File: config.mk
export PLATFORM = sky130hd
export DESIGN_NAME = sram_bus_ctrl
export DESIGN_NICKNAME = d
export VERILOG_FILES = /design/src/rtl/sram_ctrl_pkg.sv /design/src/rtl/sram_ctrl_fsm.sv /design/src/rtl/sram_ctrl_dp.sv /design/src/rtl/sram_bus_ctrl.sv
export SDC_FILE = /design/constraint.sdc
export NUM_CORES = 1
export LEC_CHECK = 0
export BUFFER_PORTS_ARGS = -buffer_cell sky130_fd_sc_hd__buf_2
export CAP_MARGIN = 20
export CORE_ASPECT_RATIO = 2
export CORE_MARGIN = 4
export CORE_UTILIZATION = 30
export DETAILED_ROUTE_END_ITERATION = 10
export PLACE_DENSITY = 0.62
export SYNTH_ARGS = -nofsm -noshare
export SYNTH_HDL_FRONTEND = slang
export SYNTH_HIERARCHICAL = 1
export SYNTH_SLANG_ARGS = --single-unit
File: constraint.sdc
create_clock -name clk -period 2.3 [get_ports clk]
set_input_delay 0.115 -clock clk [delete_from_list [all_inputs] [get_ports clk]]
set_output_delay 0.115 -clock clk [all_outputs]
set_load 0.02 [all_outputs]
File: src/rtl/sram_ctrl_pkg.sv
package sram_ctrl_pkg;

  typedef enum logic [2:0] {
    ST_IDLE,
    ST_READ,
    ST_TURN,
    ST_WRITE,
    ST_WREC
  } ctrlState_t;

  // Strobes from control to datapath; pad levels are next-cycle values.
  typedef struct packed {
    logic loadReq;
    logic capture;
    logic ceN;
    logic weN;
    logic oeN;
    logic dqOe;
  } padCmd_t;

endpackage

File: src/rtl/sram_ctrl_fsm.sv
module sram_ctrl_fsm
  import sram_ctrl_pkg::*;
#(
  parameter int TWP   = 2,
  parameter int TDW   = 1,
  parameter int TRD   = 2,
  parameter int TTURN = 1
) (
  input  logic    clk,
  input  logic    rst,
  input  logic    reqValid,
  input  logic    reqWrite,
  output logic    reqReady,
  output padCmd_t cmd
);

  localparam int MAX_A = (TWP > TRD) ? TWP : TRD;
  localparam int MAX_W = (MAX_A > TTURN) ? MAX_A : TTURN;
  localparam int CNT_W = (MAX_W < 2) ? 1 : $clog2(MAX_W + 1);

  localparam logic [CNT_W-1:0] LAST_RD   = CNT_W'(TRD - 1);
  localparam logic [CNT_W-1:0] LAST_WP   = CNT_W'(TWP - 1);
  localparam logic [CNT_W-1:0] LAST_TURN = CNT_W'(TTURN - 1);
  localparam logic [CNT_W:0]   DRV_AT    = (CNT_W + 1)'(TWP - TDW);
  localparam bit               HAS_TURN  = (TTURN > 0);

  ctrlState_t        state, nState;
  logic [CNT_W-1:0]  cnt, nCnt;
  logic [CNT_W:0]    cntInc;
  logic              lastRead, nLastRead;

  assign cntInc   = {1'b0, cnt} + {{CNT_W{1'b0}}, 1'b1};
  assign reqReady = (state == ST_IDLE);

  always_comb begin
    nState    = state;
    nCnt      = cnt;
    nLastRead = lastRead;
    cmd       = '0;
    cmd.ceN   = 1'b1;
    cmd.weN   = 1'b1;
    cmd.oeN   = 1'b1;
    cmd.dqOe  = 1'b0;
    unique case (state)
      ST_IDLE: begin
        if (reqValid) begin
          cmd.loadReq = 1'b1;
          nCnt        = '0;
          if (!reqWrite) begin
            nState  = ST_READ;
            cmd.ceN = 1'b0;
            cmd.oeN = 1'b0;
          end else if (lastRead && HAS_TURN) begin
            nState = ST_TURN;
          end else begin
            nState  = ST_WRITE;
            cmd.ceN = 1'b0;
            cmd.weN = 1'b0;
          end
        end
      end
      ST_READ: begin
        if (cnt == LAST_RD) begin
          cmd.capture = 1'b1;
          nLastRead   = 1'b1;
          nState      = ST_IDLE;
        end else begin
          nCnt    = cntInc[CNT_W-1:0];
          cmd.ceN = 1'b0;
          cmd.oeN = 1'b0;
        end
      end
      ST_TURN: begin
        if (cnt == LAST_TURN) begin
          nState  = ST_WRITE;
          nCnt    = '0;
          cmd.ceN = 1'b0;
          cmd.weN = 1'b0;
        end else begin
          nCnt = cntInc[CNT_W-1:0];
        end
      end
      ST_WRITE: begin
        cmd.ceN = 1'b0;
        if (cnt == LAST_WP) begin
          nState    = ST_WREC;
          nLastRead = 1'b0;
        end else begin
          nCnt     = cntInc[CNT_W-1:0];
          cmd.weN  = 1'b0;
          cmd.dqOe = (cntInc >= DRV_AT);
        end
      end
      ST_WREC: begin
        nState = ST_IDLE;
      end
      default: nState = ST_IDLE;
    endcase
  end

  always_ff @(posedge clk) begin
    if (rst) begin
      state    <= ST_IDLE;
      cnt      <= '0;
      lastRead <= 1'b0;
    end else begin
      state    <= nState;
      cnt      <= nCnt;
      lastRead <= nLastRead;
    end
  end

endmodule

File: src/rtl/sram_ctrl_dp.sv
module sram_ctrl_dp
  import sram_ctrl_pkg::*;
#(
  parameter int ADDR_W = 15,
  parameter int DATA_W = 8
) (
  input  logic              clk,
  input  logic              rst,
  input  padCmd_t           cmd,
  input  logic [ADDR_W-1:0] reqAddr,
  input  logic [DATA_W-1:0] reqWdata,
  input  logic [DATA_W-1:0] sramDqIn,
  output logic [ADDR_W-1:0] sramAddr,
  output logic [DATA_W-1:0] sramDqOut,
  output logic              sramCeN,
  output logic              sramWeN,
  output logic              sramOeN,
  output logic              sramDqOe,
  output logic [DATA_W-1:0] rdData,
  output logic              rdValid
);

  // Pad strobes: registered straight from the command so every pin is glitch free.
  always_ff @(posedge clk) begin
    if (rst) begin
      sramCeN  <= 1'b1;
      sramWeN  <= 1'b1;
      sramOeN  <= 1'b1;
      sramDqOe <= 1'b0;
    end else begin
      sramCeN  <= cmd.ceN;
      sramWeN  <= cmd.weN;
      sramOeN  <= cmd.oeN;
      sramDqOe <= cmd.dqOe;
    end
  end

  // Request holding registers: stay put for the whole access.
  always_ff @(posedge clk) begin
    if (rst) begin
      sramAddr  <= '0;
      sramDqOut <= '0;
    end else if (cmd.loadReq) begin
      sramAddr  <= reqAddr;
      sramDqOut <= reqWdata;
    end
  end

  // Read return.
  always_ff @(posedge clk) begin
    if (rst) begin
      rdData  <= '0;
      rdValid <= 1'b0;
    end else begin
      rdValid <= cmd.capture;
      if (cmd.capture) rdData <= sramDqIn;
    end
  end

endmodule

File: src/rtl/sram_bus_ctrl.sv
module sram_bus_ctrl
  import sram_ctrl_pkg::*;
#(
  parameter int ADDR_W = 15,
  parameter int DATA_W = 8,
  parameter int TWP    = 2,
  parameter int TDW    = 1,
  parameter int TRD    = 2,
  parameter int TTURN  = 1
) (
  input  logic              clk,
  input  logic              rst,
  input  logic              reqValid,
  output logic              reqReady,
  input  logic              reqWrite,
  input  logic [ADDR_W-1:0] reqAddr,
  input  logic [DATA_W-1:0] reqWdata,
  output logic [DATA_W-1:0] rdData,
  output logic              rdValid,
  output logic [ADDR_W-1:0] sramAddr,
  output logic              sramCeN,
  output logic              sramWeN,
  output logic              sramOeN,
  output logic [DATA_W-1:0] sramDqOut,
  output logic              sramDqOe,
  input  logic [DATA_W-1:0] sramDqIn
);

  padCmd_t padCmd;

  sram_ctrl_fsm #(
    .TWP  (TWP),
    .TDW  (TDW),
    .TRD  (TRD),
    .TTURN(TTURN)
  ) ctrl_i (
    .clk     (clk),
    .rst     (rst),
    .reqValid(reqValid),
    .reqWrite(reqWrite),
    .reqReady(reqReady),
    .cmd     (padCmd)
  );

  sram_ctrl_dp #(
    .ADDR_W(ADDR_W),
    .DATA_W(DATA_W)
  ) dp_i (
    .clk      (clk),
    .rst      (rst),
    .cmd      (padCmd),
    .reqAddr  (reqAddr),
    .reqWdata (reqWdata),
    .sramDqIn (sramDqIn),
    .sramAddr (sramAddr),
    .sramDqOut(sramDqOut),
    .sramCeN  (sramCeN),
    .sramWeN  (sramWeN),
    .sramOeN  (sramOeN),
    .sramDqOe (sramDqOe),
    .rdData   (rdData),
    .rdValid  (rdValid)
  );

endmodule

==> metrics.md <==
| Metric | Value |
|---|---|
| DRC Markers | `0` |
| RSZ-0062 raised after global routing | `false` |
| Clk pwr share | `a little under a third` |
| Post-CTS Setup Repair Bufs | `0` |
| Final min period | `1.78 ns` |
| Hold buffers post-CTS | `0` |
| Buf/Inv on CP | `1` |
| TritonCTS Buffers | `5` |
| Worst-case clock buffer depth | `2` |
| Post-DP HPWL | `2.76 mm` |
| P per Cell Area | `about 850 nW/um^2` |
| Least-Margin Pin Slew | `around 0.74 ns` |
| Syn avg cell area | `around 10 sq um` |
| R2R depth | `5` |
| CTS sink count | `42` |
| Reg-to-reg startpoint | `ctrl_i/state[0]$_SDFFE_PP0P_` |
| Layout cells sized above 1 | `a little over a third` |
| Clock Skew | `between 0.008 and 0.009 ns` |
| Hold/Removal Path Class | `input port to register` |
| Pre-Repair DR Iteration Count | `4` |
| Rows | `38` |
| Area Overhead vs Synth | `28.3%` |
| ANT cells | `0` |
| Crit-path slowest cell | `dfxtp_1` |
| Fmax | `approximately 0.56 GHz` |
| Root buf cell | `clkbuf_8` |
| Final Hold Viols | `0` |
| Worst hold start | `reqAddr[14]` |
| Switching share of power | `between 20% and 30%` |
| Syn Inst Count | `between 150 and 200` |
| Worst Setup SP | `ctrl_i/state[0]$_SDFFE_PP0P_` |
| Fill count | `a little under 600` |
| Worst Setup End Kind | `register` |
| Post-cts sizing count | `0` |
| Port Buf Inserts | `approximately 70` |
| Vias in the first global route | `~1300` |
| Status | `completed` |
| GPL Wtd Cong | `0.814` |
| Max-slew violation count | `0` |
| Die ar. | `between 6000 and 7000 sq um` |
| GRT Util Overall | `11.3%` |
| Startpoint types | `register` |
| Reg power frac | `approximately 46%` |
| IO Count | `about 70` |
| Vias post-DR | `~1400` |
| FF+latch count, synth | `42` |
| Setup CP Type | `register to register` |
| Initial antenna violation count | `0` |
| Chip height | `114 microns` |
| Total negative slack | `0 ns` |
| Internal | `around 0.0013 W` |
| Final Setup Violations | `0` |
| Biggest cell delay along the critical path | `approximately 0.42 ns` |
| Avg WL per Cell | `roughly 13 microns` |
| Max-slew headroom | `about half` |
| Max-cap viol count | `0` |
| Worst hold path depth | `3` |
| Cell family with most CP delay | `simple AND/OR/NAND/NOR gates` |
| Tcrit/Tclk final | `between 70 and 80%` |
| WP data arrival | `between 1.5 and 2 ns` |
| Commonest non-fill, non-tap cell in the layout | `buf_2` |
| Peak VDD IR | `between 0.7 and 0.8 mV` |
| Most frequent cells in the layout | `buf_2 (71), dfxtp_1 (42), nor2_1 (34)` |
| Worst Setup Slack, final | `about 0.52 ns` |
| Post-route ant nets | `0` |
| Pin count of the biggest net entering global routing | `42` |
| Iter 0 DRT Violations | `27` |
| Vias per std cell | `about 4.7` |
| Worst-Skew Late Latency | `between 0.2 and 0.3 ns` |
| Core footprint | `5420 sq um` |
| # H-tree levels | `2` |
| CTS tree | `built` |
| Die width | `between 60 and 70 microns` |
| Synth unique cells | `31` |
| Register area share after synthesis | `about half` |
| WP depth | `5` |
| Synthesized area | `1690 sq um` |
| Yosys Warn Count | `6` |
| Final net count | `273` |
| Reg clk slew, reported paths | `~0.09 ns` |
| Initial Utilization | `31.1%` |
| Final wirelength | `3.72 mm` |
| LEAKAGE | `1.03 nW` |
| First-pass GRT wire length | `~6.0 mm` |
| Gate power share | `around 23%` |
| Mapped Nets | `between 200 and 250` |
| Placement Setup Slack | `between 0.5 and 0.6 ns` |
| Net Sw Power | `~0.00053 W` |
| Grt total ovfl | `0` |
| CP Max Fanout | `20` |
| CP required | `roughly 2.5 ns` |
| Worst-path cell chain | `nor3_1 -> and2_1 -> buf_12 -> mux2i_1 -> nor2_1` |
[cell usage after synthesis (all sizes together)]
library cell / n / share of area, %
nor2b: 3 / 1.1
a31oi: 1 / 0.37
a211oi: 1 / 0.45
o21bai: 1 / 0.45
a21oi: 4 / 1.2
and3: 2 / 0.74
nor4b: 1 / 0.52
or2: 3 / 1.1
a21boi: 1 / 0.45
and2b: 1 / 0.45
a31o: 1 / 0.52
inv: 3 / 0.67
nor3: 3 / 0.89
o21ai: 6 / 1.8
and2: 2 / 0.74
o2111ai: 1 / 0.52
buf: 10 / 5.6
nand2: 2 / 0.45
nor3b: 1 / 0.45
dfxtp: 42 / 50
o211ai: 1 / 0.45
nand2b: 3 / 1.1
ha: 3 / 2.2
and3b: 2 / 1.0
o21a: 1 / 0.45
mux2i: 31 / 18
a21o: 1 / 0.45
nor2: 34 / 7.6
[path summary, 6_finish.rpt]
kind	endpoint	slack, ns
worst max-delay path	dp_i/sramAddr[2]$_SDFFE_PP0P_	0.52
worst min-delay path	dp_i/sramAddr[14]$_SDFFE_PP0P_	0.05
worst max register to register	dp_i/sramAddr[2]$_SDFFE_PP0P_	0.52
worst min register to register	dp_i/sramAddr[6]$_SDFFE_PP0P_	0.49
[per-stage QoR]
step           cells  hold slack, ns  power [W]  util, %  area [sq um]
2_1_floorplan    165           0.184    0.00118        -          1690
3_3_place_gp     288           0.351    0.00128     37.9          2050
3_5_place_dp     288           0.358    0.00129     37.9          2050
4_1_cts          296          0.0403    0.00187     39.9          2160
5_1_grt          296          0.0547    0.00195     39.9          2160
6_report         296          0.0532    0.00183     39.9          2160
[area by class of cell]
cell class | instances | area [sq um] | area share (%)
Tap cell | 60 | 75.1 | 3.47
Timing Repair Buffer | 73 | 383 | 17.7
Sequential cell | 42 | 841 | 38.9
Clock buffer | 5 | 68.8 | 3.18
Inverter | 3 | 11.3 | 0.521
Multi-Input combinational cell | 110 | 744 | 34.4
Clock inverter | 3 | 40.0 | 1.85
[power by group through the flow]
| stage | logic (W) | registers, W | clock network [W] |
|---|---|---|---|
| floorplan | 0.000270 | 0.000910 | 0 |
| global placement | 0.000424 | 0.000857 | 0 |
| detailed placement | 0.000426 | 0.000859 | 0 |
| CTS | 0.000427 | 0.000843 | 0.000600 |
| global route | 0.000467 | 0.000853 | 0.000626 |
| finish | 0.000418 | 0.000842 | 0.000570 |
[worst register-to-register path: stages, from the launching register on]
cell	delay, ns
dfxtp_1	0.42
nor3_1	0.38
and2_1	0.35
buf_12	0.22
mux2i_1	0.23
nor2_1	0.05
[state kept, by name, indices dropped and copies added, names as in the netlist]
name,count
dp_i/sramAddr,15
dp_i/rdData,8
dp_i/sramDqOut,8
ctrl_i/state,3
ctrl_i/cnt,2
ctrl_i/lastRead,1
dp_i/rdValid,1
dp_i/sramCeN,1
dp_i/sramDqOe,1
dp_i/sramOeN,1
dp_i/sramWeN,1
[routing by layer]
| layer | up-vias | track usage (%) | routed length (microns) |
|---|---|---|---|
| met1 | 635 | 12.3 | 1330 |
| met4 | 0 | 5.64 | 104 |
| met2 | 58 | 19.4 | 2040 |
| li1 | 692 | - | - |
| met3 | 9 | 2.49 | 242 |
| met5 | - | 0 | 0 |
[cell families after synthesis]
logic type,count (synthesis),synth area share (%)
AND/OR/NAND/NOR,57,16.2
flip-flops,42,49.9
multiplexers,31,18.4
AO/OA/AOI/OAI,19,7.05
buffers and inverters,13,6.31
adder cells (fa/ha/maj),3,2.23
No activity file was read; power rests on OpenSTA's default activity.
